$ cat src/rtl/uart_os.sv
module uart_os #(
  parameter int DIV_W  = 16,
  parameter int TICK_W = 8,
  parameter int AW     = 4
) (
  input  logic          clk,
  input  logic          rst_n,
  input  logic [AW-1:0] addr,
  input  logic          wr_en,
  input  logic          rd_en,
  input  logic [31:0]   wdata,
  output logic [31:0]   rdata,
  output logic          tx_o,
  input  logic          rx_i,
  output logic          dtr_o,
  output logic          rts_o
);
  localparam logic [AW-1:0] A_DATA = AW'(0);
  localparam logic [AW-1:0] A_IER  = AW'(1);
  localparam logic [AW-1:0] A_FCR  = AW'(2);
  localparam logic [AW-1:0] A_LCR  = AW'(3);
  localparam logic [AW-1:0] A_MCR  = AW'(4);
  localparam logic [AW-1:0] A_LSR  = AW'(5);
  localparam logic [AW-1:0] A_SPR  = AW'(7);
  localparam logic [AW-1:0] A_MODE = AW'(9);
  localparam logic [AW-1:0] A_SCNT = AW'(10);
  localparam logic [AW-1:0] A_SPT  = AW'(11);
  localparam logic [TICK_W-1:0] LAST16 = TICK_W'(15);
  localparam logic [TICK_W-1:0] LAST4  = TICK_W'(3);
  localparam logic [TICK_W-1:0] MID16  = TICK_W'(7);
  localparam logic [TICK_W-1:0] MID4   = TICK_W'(1);

  logic [7:0]        ier_q, lcr_q, spr_q, thr_q, rbr_q;
  logic [1:0]        mcr_q, mode_q;
  logic [TICK_W-1:0] sc_q, sp_q;
  logic [DIV_W-1:0]  div_q;
  logic              fifo_en_q;
  logic              thr_full, tx_busy, dr_q, fe_q;
  logic              unused_bits;

  assign unused_bits = ^wdata[31:8];

  wire dlab     = lcr_q[7];
  wire wr_thr   = wr_en && addr == A_DATA && !dlab;
  wire rd_rbr   = rd_en && addr == A_DATA && !dlab;
  wire rd_lsr   = rd_en && addr == A_LSR;
  wire tx_flush = wr_en && addr == A_FCR && wdata[2];
  wire rx_flush = wr_en && addr == A_FCR && wdata[1];

  wire [DIV_W-1:0] div_last = (div_q == '0) ? '0 : div_q - DIV_W'(1);

  logic [TICK_W-1:0] tick_last, tick_samp;
  always_comb begin
    case (mode_q)
      2'd2:    begin tick_last = LAST4; tick_samp = MID4; end
      2'd3:    begin
                 tick_last = sc_q;
                 tick_samp = (sp_q > sc_q) ? (sc_q >> 1) : sp_q;
               end
      default: begin tick_last = LAST16; tick_samp = MID16; end
    endcase
  end

  always_ff @(posedge clk or negedge rst_n) begin
    if (!rst_n) begin
      ier_q <= '0; lcr_q <= 8'h03; spr_q <= '0; mcr_q <= '0; mode_q <= '0;
      sc_q <= '0; sp_q <= '1; div_q <= DIV_W'(1); fifo_en_q <= 1'b0;
    end else if (wr_en) begin
      case (addr)
        A_DATA: if (dlab) div_q[7:0] <= wdata[7:0];
        A_IER:  if (dlab) div_q[DIV_W-1:8] <= wdata[DIV_W-9:0];
                else ier_q <= wdata[7:0];
        A_FCR:  fifo_en_q <= wdata[0];
        A_LCR:  lcr_q <= wdata[7:0];
        A_MCR:  mcr_q <= wdata[1:0];
        A_SPR:  spr_q <= wdata[7:0];
        A_MODE: mode_q <= wdata[1:0];
        A_SCNT: sc_q <= wdata[TICK_W-1:0];
        A_SPT:  sp_q <= wdata[TICK_W-1:0];
        default: ;
      endcase
    end
  end

  // transmitter
  logic [9:0]        tx_sh;
  logic [3:0]        tx_bit;
  logic [DIV_W-1:0]  tx_pre;
  logic [TICK_W-1:0] tx_tk;

  always_ff @(posedge clk or negedge rst_n) begin
    if (!rst_n) begin
      tx_busy <= 1'b0; thr_full <= 1'b0; thr_q <= '0; tx_sh <= '1;
      tx_bit <= '0; tx_pre <= '0; tx_tk <= '0;
    end else if (tx_flush) begin
      tx_busy <= 1'b0; thr_full <= 1'b0;
    end else begin
      if (!tx_busy && thr_full) begin
        tx_busy <= 1'b1; thr_full <= 1'b0;
        tx_sh <= {1'b1, thr_q, 1'b0};
        tx_bit <= '0; tx_pre <= '0; tx_tk <= '0;
      end else if (tx_busy) begin
        if (tx_pre == div_last) begin
          tx_pre <= '0;
          if (tx_tk == tick_last) begin
            tx_tk <= '0;
            if (tx_bit == 4'd9) tx_busy <= 1'b0;
            else begin
              tx_bit <= tx_bit + 4'd1;
              tx_sh <= {1'b1, tx_sh[9:1]};
            end
          end else tx_tk <= tx_tk + TICK_W'(1);
        end else tx_pre <= tx_pre + DIV_W'(1);
      end
      if (wr_thr) begin
        thr_q <= wdata[7:0];
        thr_full <= 1'b1;
      end
    end
  end

  assign tx_o = !tx_busy || tx_sh[0];

  // receiver
  logic              rx_m, rx_s, rx_p, rx_act;
  logic [7:0]        rx_sh;
  logic [3:0]        rx_bit;
  logic [DIV_W-1:0]  rx_pre;
  logic [TICK_W-1:0] rx_tk;

  wire rx_samp = rx_act && rx_pre == div_last && rx_tk == tick_samp;
  wire rx_done = rx_samp && rx_bit == 4'd9;

  always_ff @(posedge clk or negedge rst_n) begin
    if (!rst_n) begin
      rx_m <= 1'b1; rx_s <= 1'b1; rx_p <= 1'b1;
    end else begin
      rx_m <= rx_i; rx_s <= rx_m; rx_p <= rx_s;
    end
  end

  always_ff @(posedge clk or negedge rst_n) begin
    if (!rst_n) begin
      rx_act <= 1'b0; rx_sh <= '0; rx_bit <= '0; rx_pre <= '0; rx_tk <= '0;
    end else if (rx_flush) begin
      rx_act <= 1'b0;
    end else if (!rx_act) begin
      if (rx_p && !rx_s) begin
        rx_act <= 1'b1; rx_bit <= '0; rx_pre <= '0; rx_tk <= '0;
      end
    end else begin
      if (rx_pre == div_last) begin
        rx_pre <= '0;
        if (rx_tk == tick_last) begin
          rx_tk <= '0;
          rx_bit <= rx_bit + 4'd1;
        end else rx_tk <= rx_tk + TICK_W'(1);
      end else rx_pre <= rx_pre + DIV_W'(1);
      if (rx_samp) begin
        if (rx_bit == 4'd0) begin
          if (rx_s) rx_act <= 1'b0;
        end else if (rx_bit == 4'd9) rx_act <= 1'b0;
        else rx_sh <= {rx_s, rx_sh[7:1]};
      end
    end
  end

  always_ff @(posedge clk or negedge rst_n) begin
    if (!rst_n) begin
      dr_q <= 1'b0; fe_q <= 1'b0; rbr_q <= '0;
    end else if (rx_flush) begin
      dr_q <= 1'b0;
    end else if (rx_done) begin
      rbr_q <= rx_sh; dr_q <= 1'b1; fe_q <= !rx_s;
    end else begin
      if (rd_rbr) dr_q <= 1'b0;
      if (rd_lsr) fe_q <= 1'b0;
    end
  end

  wire thre = !thr_full;
  wire temt = !thr_full && !tx_busy;

  always_comb begin
    case (addr)
      A_DATA:  rdata = dlab ? 32'(div_q[7:0]) : 32'(rbr_q);
      A_IER:   rdata = dlab ? 32'(div_q[DIV_W-1:8]) : 32'(ier_q);
      A_FCR:   rdata = {24'd0, fifo_en_q, fifo_en_q, 6'b000001};
      A_LCR:   rdata = 32'(lcr_q);
      A_MCR:   rdata = 32'(mcr_q);
      A_LSR:   rdata = {25'd0, temt, thre, 1'b0, fe_q, 2'b00, dr_q};
      A_SPR:   rdata = 32'(spr_q);
      A_MODE:  rdata = 32'(mode_q);
      A_SCNT:  rdata = 32'(sc_q);
      A_SPT:   rdata = 32'(sp_q);
      default: rdata = '0;
    endcase
  end

  assign dtr_o = mcr_q[0];
  assign rts_o = mcr_q[1];
endmodule

$ cat config.mk
export PLATFORM = sky130hd
export DESIGN_NAME = uart_os
export DESIGN_NICKNAME = d
export VERILOG_FILES = /design/src/rtl/uart_os.sv
export SDC_FILE = /design/constraint.sdc
export NUM_CORES = 1
export LEC_CHECK = 0
export BUFFER_PORTS_ARGS = -buffer_cell sky130_fd_sc_hd__buf_2
export CAP_MARGIN = 5
export CORE_UTILIZATION = 55
export CTS_BUF_LIST = sky130_fd_sc_hd__clkbuf_2
export DETAILED_ROUTE_END_ITERATION = 12
export PLACE_DENSITY = 0.75
export SLEW_MARGIN = 10
export SYNTH_ARGS = -nofsm -noshare
export SYNTH_HDL_FRONTEND = slang
export SYNTH_SLANG_ARGS = --single-unit
$ cat constraint.sdc
create_clock -name clk -period 4.02 [get_ports clk]
set_input_delay 0 -clock clk [delete_from_list [all_inputs] [get_ports clk]]
set_output_delay 0 -clock clk [all_outputs]
set_load 0.02 [all_outputs]
==> metrics, run 1 <==
Reg2Reg Depth=9; synthesized area per cell=9.150 um2; Cells after Synth=1,152; WP data arrival=4590 ps; TritonCTS Buffers=17; final hold vios=0; Die Footprint=around 0.02 mm2; WHS=197.4 ps; main flop type after synthesis=dfrtp_1; clock buffer depth=2; Netlist cell types=87; Post-Syn Area=0.01054 mm2; I/O Buffers=27; clk_lat worst skew=750 ps; GPL Wtd Cong=0.9790; Core Area=0.01877 mm2; RSZ-0062 raised after global routing=no; CTS tree=yes; Site Rows=50; f_max=~0.26 GHz; critical path type=reg2reg; setup TNS=0 ps; post-route cell area=0.01174 mm2; async set-reset flop share out of synthesis=1.000; MaxCap Viol Count=0; GR Overflow Total=0; number of global-route vias before repair=around 8,600; Iteration-0 DRC Markers=920; largest net degree at the start of global routing=84; Routed Antenna Nets=0; Leak Pwr=around 5 nW; EDFF count, synth=0; critical path capture point type=flip-flop; area grow syn2layout=11.32%; top cells by area, synth=dfrtp_1 (32%), mux2_2 (8.1%), dfstp_2 (5.7%); fin nets=1,283; Yosys top cell area share=0.3205; Max Slew Vio Count=0; layout cells sized above 1=0.2150; post-synth top area cell=dfrtp_1; Area after DPL=0.01110 mm2; H-Tree Depth=4; GRT Util Overall=0.3015; Worst path slowest cell=nor4_2; worst IR drop on VDD=around 230 uV; Pwr Total=roughly 0.0052 W; DP HPWL=21.05 mm; Initial Util=0.5617; Cell Chain, Critical Path=buf_4, nor4_2, nand4_1, xnor2_1, a2111oi_0, nand4b_1, or4b_1, a21o_1, mux2_4; number of vias per cell=around 6.4; Yosys reg bits=158; initial antenna violation count=1; CP delay by family, top=simple AND/OR/NAND/NOR gates; relative slew slack=0.2630; top-count cell post-synth=dfrtp_1; sequential share of the synthesized area=0.3778; Clock transition at path regs=~260 ps; WHS Path Cells=3; Buf/Inv on CP=1; Slew @ Worst Pin=between 1000 and 1500 ps; Commonest cells post-synth=dfrtp_1 (135), nand2_1 (113), mux2_2 (76); first-pass GRT wire length=roughly 46 mm; Total Wirelength=29.37 mm; # clock sinks=158; Worst path depth=9; Period minus WS final=3903 ps; Crit Reg-Reg Startpoint=div_q[3]$_DFFE_PN0P_; clock root buffer=clkbuf_2; crit path launch=div_q[3]$_DFFE_PN0P_; Max FO, Critical Path=10; First-pass DRT Iterations=6; Critical Path Max Stage Delay=660 ps; Die Height=140.4 um; worst hold start=wdata[7]; Hold WC Path Type=in2reg; final setup violation count=0; skew final=approximately 44 ps; DRC errors left=0; Crit path required time=approximately 4700 ps; Synth warnings=0; Tcrit/Tclk final=0.9710; status=finished clean; IO Count=76; per-cell routed wire length=19.95 um; pwr dens=444.7 mW/mm2; DR vias=9,375; CP Launch Type=flip-flop; die width=140.4 um
[metal layers]
layer  track usage  routed length, um
met5             0                  0
met4        0.1232                888
met3       0.05026               2083
met2        0.4679              13300
met1        0.4193              13100
[power by group]
part / total (W) / switching, W / internal, W
sequential: 0.00222 / 0.000355 / 0.00187
clock: 0.000892 / 0.000606 / 0.000287
combinational: 0.00210 / 0.00118 / 0.000923
total: 0.00522 / 0.00214 / 0.00308
[tightest hold or removal path, delay by kind of cell]
kind / cells / cell delay [ps]
buffers and inverters: 2 / 750
muxes: 1 / 190
[final timing paths]
kind                                             end  slack, ps
min in group asynchronous       tx_sh[4]$_DFFE_PN1P_        430
worst max-delay path            tx_sh[3]$_DFFE_PN1P_        120
max in group asynchronous       ier_q[5]$_DFFE_PN0P_       3090
worst max register to register  tx_sh[3]$_DFFE_PN1P_        120
worst min register to register        rx_s$_DFF_PN1_        370
worst min-delay path             sp_q[7]$_DFFE_PN1P_        200
[per-stage QoR]
stage,setup WS [ps],cells,util
final,116.7,1472,0.6253
after global placement,160.0,1403,0.5912
after detailed placement,75.10,1403,0.5912
after floorplan,299.9,1175,-
after global routing,11.09,1472,0.6253
after CTS,30.81,1468,0.6223
[cell families (layout without fill, tap and decap cells)]
logic type,after synthesis,in the layout,synth area share
AND/OR/NAND/NOR,417,417,0.2099
AO/OA/AOI/OAI,254,254,0.1653
flip-flops,158,158,0.3778
buffers and inverters,149,211,0.06611
multiplexers,113,113,0.1204
XOR/XNOR,42,42,0.03881
adder cells (fa/ha/maj),18,18,0.02137
other,1,25,0.0003557
[repair_timing]
action,in CTS,in global routing
hold endpoints to repair,228,0
gates resized for setup,0,5
hold buffers,33,0
setup buffers,0,3
endpoints found under the setup margin,0,48
[sequential cells by signal (all words and copies together) (netlist names), 2 cells and up]
| register | cells |
|---|---|
| tx_bit | 4 |
| thr_q | 8 |
| rbr_q | 8 |
| rx_tk | 8 |
| rx_bit | 4 |
| rx_sh | 8 |
| tx_tk | 8 |
| mode_q | 2 |
| tx_sh | 9 |
| spr_q | 8 |
| lcr_q | 8 |
| sp_q | 8 |
| div_q | 16 |
| tx_pre | 16 |
| sc_q | 8 |
| mcr_q | 2 |
| rx_pre | 16 |
| ier_q | 8 |
[final cells by class]
class                      count  area (um2)
multi-input combinational    868        5983
tap                          234       292.8
inverter                      45       168.9
fill                        1607        7033
clock inverter                14       145.1
clock buffer                  18       90.09
timing repair buffer         134        1070
sequential                   158        3983
antenna                        1       2.502
[cell usage in the layout (no fill, tap or decap), drive strengths merged, types with 10 or more instances in the layout]
cell type	n
nand3	62
nand2b	16
buf	102
a31oi	11
xor2	11
or4	12
nand2	113
nor3	33
nor4	19
nor2	68
clkbuf	18
mux2	89
dlygate4sd3	32
xnor2	28
conb	24
inv	46
nand4	20
dfstp	23
and3	22
a22oi	10
o31ai	15
dfrtp	135
ha	18
a21oi	48
o21ai	71
mux2i	24
Note: power is estimated with default switching activity, not from simulation.
==> inputs of run 2 (changes only) <==
--- a/config.mk
+++ b/config.mk
@@ -7,6 +7,7 @@
 export LEC_CHECK = 0
 export BUFFER_PORTS_ARGS = -buffer_cell sky130_fd_sc_hd__buf_2
 export CAP_MARGIN = 5
+export CORE_MARGIN = 8
 export CORE_UTILIZATION = 55
 export CTS_BUF_LIST = sky130_fd_sc_hd__clkbuf_2
 export DETAILED_ROUTE_END_ITERATION = 12
==> metrics, run 2 (synthesis gave the netlist of run 1 again) <==
largest net degree at the start of global routing=85 (was 84); Clock transition at path regs=260 ps (about the same); final hold vios=0 (unchanged); largest registers=div_q (16), rx_pre (16), tx_pre (16) (unchanged); GR Overflow Total=0 (unchanged); GRT met1 Usage=0.3435 (was 0.4193); GRT Max-Usage Layer=met2 (unchanged); Tcrit/Tclk final=0.9553 (was 0.9710); Hold WC Path Type=in2reg (unchanged); routing usage on met3=0.03929 (was 0.05026); Total Wirelength=29.64 mm (was 29.37 mm); DR vias=9,276 (was 9,375); Final Instance Count excl. Fillers=1,450 (was 1,472); status=finished clean (unchanged); fin nets=1,261 (was 1,283); First-pass DRT Iterations=7 (was 6); Core Area=0.01877 mm2 (unchanged); Site Rows=50 (unchanged); TritonCTS Buffers=17 (unchanged); critical path capture point type=flip-flop (unchanged); Max Slew Vio Count=0 (unchanged); clock root buffer=clkbuf_2 (unchanged); WHS=132.1 ps (was 197.4 ps); clock buffer depth=2 (unchanged); # placed instances=1,387 (was 1,403); I/O Buffers=27 (unchanged); final setup violation count=0 (unchanged); GRT Util Overall=0.2491 (was 0.3015); DRC errors left=0 (unchanged); number of global-route vias before repair=8,736 (was 8,596); Period minus WS final=3840 ps (was 3903 ps); IO Count=76 (unchanged); initial antenna violation count=1 (unchanged); die width=154.4 um (was 140.4 um); met2 GRT Util=0.3957 (was 0.4679); relative slew slack=0.2692 (was 0.2630); Initial Util=0.5617 (unchanged); Die Footprint=0.02385 mm2 (was 0.01972 mm2); Slew @ Worst Pin=1096 ps (was 1106 ps); CTS tree=yes (unchanged); Place WS=190.4 ps (was 75.10 ps); WP data arrival=4550 ps (was 4590 ps); Die Height=154.4 um (was 140.4 um); MaxCap Viol Count=0 (unchanged); most frequent cells in the layout=dfrtp_1 (135), nand2_1 (113), mux2_2 (76) (unchanged); CP Launch Type=flip-flop (unchanged); critical path type=reg2reg (unchanged); worst IR drop on VDD=247.9 uV (was 226.9 uV); leading cell type in the layout, fill and taps excluded=dfrtp_1 (unchanged); Final Util=0.6138 (was 0.6253); Crit path required time=4730 ps (was 4700 ps); Post-CTS Setup Bufs=0 (unchanged); Max FO, Critical Path=7 (was 10); clk_lat worst skew=790 ps (was 750 ps); DP HPWL=20.97 mm (was 21.05 mm); GPL Wtd Cong=0.9740 (was 0.9790); H-Tree Depth=4 (unchanged); area grow syn2layout=9.282% (was 11.32%); first-pass GRT wire length=47.62 mm (was 45.71 mm); f_max=0.2604 GHz (was 0.2562 GHz); # clock sinks=158 (unchanged); final worst slack=179.6 ps (was 116.7 ps); per-cell routed wire length=20.44 um (was 19.95 um); layout cells sized above 1=0.2033 (was 0.2150); skew final=38.27 ps (was 43.83 ps); number of vias per cell=6.397 (was 6.369); Leak Pwr=4.994 nW (was 5.097 nW); pwr dens=445.8 mW/mm2 (was 444.7 mW/mm2); Iteration-0 DRC Markers=912 (was 920); Routed Antenna Nets=0 (unchanged)
-- run 2: changes by cell type in the layout (fill, tap and decap cells not counted), sizes merged --
cell and change:
clkbuf -1, buf -19, bufinv -1, clkinv +1
inv +4, clkinvlp -3, dlygate4sd3 -3
-- run 2: worst paths after layout --
check	from	to	slack, ps	cells past startpoint
max	div_q[0]$_DFFE_PN1P_	tx_tk[5]$_DFFE_PN0P_	180	11
min	wdata[7]	thr_q[7]$_DFFE_PN0P_	130	3
max reg2reg	div_q[0]$_DFFE_PN1P_	tx_tk[5]$_DFFE_PN0P_	180	11
min reg2reg	rx_m$_DFF_PN1_	rx_s$_DFF_PN1_	380	0
max in group asynchronous	rst_n	rx_pre[8]$_DFFE_PN0P_	3160	4
min in group asynchronous	rst_n	lcr_q[1]$_DFFE_PN1P_	380	3
-- run 2: critical path, cell delays in order, from the launching register on --
cell and delay (ps):
dfstp_2 420, inv_1 90, ha_1 210, or3b_1 490
buf_4 210, nor4_1 420, o21ai_0 280, xnor2_1 230
nand4_1 100, or4b_1 600, or3b_4 470, o31ai_1 240
-- run 2: cell type report --
cell class	count	area [um2]
Tap cell	234	292.8
Timing Repair Buffer	112	884.6
Multi-Input combinational cell	868	5967
Fill cell	1564	7248
Sequential cell	158	3983
Antenna cell	1	2.502
Inverter	45	168.9
Clock inverter	15	136.4
Clock buffer	17	85.08
-- run 2: power breakdown --
group,internal [W],switching (W)
clock network,0.000235,0.000634
logic,0.000883,0.00114
registers,0.00187,0.000376
-- run 2: layer usage --
layer | up-vias | part of all wire
li1 | 4280 | -
met1 | 4538 | 0.44
met2 | 403 | 0.46
met3 | 55 | 0.076
met4 | 0 | 0.021
met5 | - | 0
-- run 2: per-stage QoR --
stage / instance area [um2] / power (W) / TNS [ps]
5_1_grt: 11520 / 0.005438 / -12.65
3_3_place_gp: 10960 / 0.004147 / 0
3_5_place_dp: 10960 / 0.004194 / 0
6_report: 11520 / 0.005136 / 0
4_1_cts: 11500 / 0.005089 / 0
2_1_floorplan: 10630 / 0.003598 / 0
-- run 2: repair_timing --
action                                  in CTS  in global routing
endpoints found under the setup margin       0                 30
endpoints found under the hold margin      228                  0
resized for setup                            0                  5
hold buffers                                30                  0
==> inputs of run 3 (changes only) <==
--- a/config.mk
+++ b/config.mk
@@ -8,10 +8,10 @@
 export BUFFER_PORTS_ARGS = -buffer_cell sky130_fd_sc_hd__buf_2
 export CAP_MARGIN = 5
 export CORE_MARGIN = 8
-export CORE_UTILIZATION = 55
+export CORE_UTILIZATION = 40
 export CTS_BUF_LIST = sky130_fd_sc_hd__clkbuf_2
 export DETAILED_ROUTE_END_ITERATION = 12
-export PLACE_DENSITY = 0.75
+export PLACE_DENSITY = 0.58
 export SLEW_MARGIN = 10
 export SYNTH_ARGS = -nofsm -noshare
 export SYNTH_HDL_FRONTEND = slang
==> metrics, run 3 (synthesis gave the netlist of run 1 again) <==
status=finished clean (unchanged); Tcrit/Tclk final=0.9534 (was 0.9553); Seq pwr share=0.422 (was 0.437); Buf/Inv on CP=1 (was 2); initial antenna violation count=1 (unchanged); WP data arrival=4540 ps (was 4550 ps); DR vias=9,141 (was 9,276); Max FO, Critical Path=10 (was 7); leading cell type in the layout, fill and taps excluded=dfrtp_1 (unchanged); DRC errors left=0 (unchanged); fin nets=1,270 (was 1,261); WHS Path Cells=3 (unchanged); Core Area=0.02598 mm2 (was 0.01877 mm2); # fillers=2,513 (was 1,564); IO Count=76 (unchanged); GPL Wtd Cong=0.9512 (was 0.9740); clock root buffer=clkbuf_2 (unchanged); TritonCTS Buffers=17 (unchanged); Pwr Total=0.005209 W (was 0.005136 W); Crit path required time=4730 ps (about the same); die width=178.3 um (was 154.4 um); first-pass GRT wire length=49.36 mm (was 47.62 mm); Die Footprint=0.03180 mm2 (was 0.02385 mm2); f_max=0.2609 GHz (was 0.2604 GHz); worst IR drop on VDD=306.1 uV (was 247.9 uV); largest net degree at the start of global routing=78 (was 85); clk_lat worst skew=770 ps (was 790 ps); Clock transition at path regs=290 ps (was 260 ps); Initial Util=0.4057 (was 0.5617); final setup violation count=0 (unchanged); Site Rows=59 (was 50); MaxCap Viol Count=0 (unchanged); Cell Chain, Critical Path=buf_4, or4_1, nor3_2, nor2_1, o21a_1, a2111oi_0, nand4b_1, or4b_1, a21o_1, mux2_4 (was inv_1, ha_1, or3b_1, buf_4, nor4_1, o21ai_0, xnor2_1, nand4_1, or4b_1, or3b_4, o31ai_1); First-pass DRT Iterations=7 (unchanged); clock share of power=0.170 (was 0.169); H-Tree Depth=4 (unchanged); Routed Antenna Nets=0 (unchanged); critical path capture point type=flip-flop (unchanged); GR Overflow Total=0 (unchanged); I/O Buffers=27 (unchanged); Die Height=178.3 um (was 154.4 um); pwr dens=443.6 mW/mm2 (was 445.8 mW/mm2); CP Launch Type=flip-flop (unchanged); Combinational Power Share=0.409 (was 0.394); Net Switching=0.002186 W (was 0.002150 W); final hold vios=0 (unchanged); per-cell routed wire length=20.00 um (was 20.44 um); CTS tree=yes (unchanged); largest registers=div_q (16), rx_pre (16), tx_pre (16) (unchanged); # clock sinks=158 (unchanged); relative slew slack=0.3503 (was 0.2692); number of vias per cell=5.860 (was 6.397); Period minus WS final=3833 ps (was 3840 ps); layout cells sized above 1=0.2083 (was 0.2033); Critical Path Max Stage Delay=650 ps (was 600 ps); area grow syn2layout=11.41% (was 9.282%); CP delay by family, top=simple AND/OR/NAND/NOR gates (unchanged); setup TNS=0 ps (unchanged); Slew @ Worst Pin=974.5 ps (was 1096 ps); Hold WC Path Type=in2reg (unchanged); Leak Pwr=5.049 nW (was 4.994 nW); number of global-route vias before repair=8,676 (was 8,736); Worst path depth=10 (was 11); RSZ-0062 raised after global routing=no; clock buffer depth=2 (unchanged); switch share=0.4196 (was 0.4185); critical path type=reg2reg (unchanged); internal power=0.003024 W (was 0.002986 W); skew final=64.35 ps (was 38.27 ps); Total Wirelength=31.20 mm (was 29.64 mm); GRT Util Overall=0.1978 (was 0.2491); Max Slew Vio Count=0 (unchanged); Reg2Reg Depth=10 (was 11); Worst path slowest cell=or4_1 (was or4b_1); DP HPWL=22.46 mm (was 20.97 mm); most frequent cells in the layout=dfrtp_1 (135), nand2_1 (113), mux2_2 (76) (unchanged); Iteration-0 DRC Markers=1,167 (was 912)
-- run 3: changes by cell type in the layout (fill, tap and decap cells not counted), moves of 2 or more --
cell and change:
clkinv_4 -3, dlygate4sd3_1 +2, buf_4 +6, inv_6 +4
-- run 3: tightest hold or removal path: stages --
cell           delay, ps
dlygate4sd3_1        520
buf_2                230
mux2_2               190
-- run 3: path summary, 6_finish.rpt --
kind / slack [ps] / from / end
max: 190 / div_q[0]$_DFFE_PN1P_ / tx_sh[1]$_DFFE_PN1P_
min in group asynchronous: 390 / rst_n / tx_sh[3]$_DFFE_PN1P_
min: 170 / wdata[5] / thr_q[5]$_DFFE_PN0P_
max in group asynchronous: 3140 / rst_n / rx_bit[1]$_DFFE_PN0P_
max reg2reg: 190 / div_q[0]$_DFFE_PN1P_ / tx_sh[1]$_DFFE_PN1P_
min reg2reg: 380 / rx_m$_DFF_PN1_ / rx_s$_DFF_PN1_
-- run 3: cell type report --
cell class | count | area [um2] | share of cell area
multi-input cells | 868 | 5982 | 0.5094
flip-flops and latches | 158 | 3983 | 0.3391
repair buffers | 121 | 969.7 | 0.08257
well taps | 335 | 419.2 | 0.03569
inverters | 45 | 168.9 | 0.01438
clock inverters | 14 | 128.9 | 0.01097
clock buffers | 18 | 90.09 | 0.007671
diodes | 1 | 2.502 | 0.0002131
-- run 3: per-stage QoR --
stage          cells  hold slack, ps  cell area [um2]  worst slack, ps  utilization
2_1_floorplan   1175          -295.6            10630            299.9            -
3_3_place_gp    1494           107.0            11150            223.2       0.4290
3_5_place_dp    1494           112.9            11150            158.0       0.4290
4_1_cts         1558           128.1            11700            106.9       0.4504
5_1_grt         1560           119.6            11740            21.11       0.4519
6_report        1560           170.0            11740            187.5       0.4519
-- run 3: routing by layer --
| layer | vias up | global-route usage | wire length [um] |
|---|---|---|---|
| li1 | 4299 | - | - |
| met1 | 4526 | 0.2840 | 14810 |
| met2 | 285 | 0.3049 | 14120 |
| met3 | 31 | 0.03091 | 1866 |
| met4 | 0 | 0.05029 | 399 |
| met5 | - | 0 | 0 |
-- run 3: what timing repair did --
action | in CTS | in global routing
gates resized for setup | 0 | 6
hold buffers | 32 | 0
hold endpoints to repair | 224 | 0
buffers inserted | 0 | 1
endpoints found under the setup margin | 0 | 36
-- run 3: power by group through the flow --
stage / Sequential (W) / Combinational [W] / Clock, W
floorplan: 0.00206 / 0.00154 / 0
global placement: 0.00221 / 0.00202 / 0
detailed placement: 0.00222 / 0.00204 / 0
CTS: 0.00219 / 0.00209 / 0.000910
global route: 0.00224 / 0.00233 / 0.000977
finish: 0.00220 / 0.00213 / 0.000885
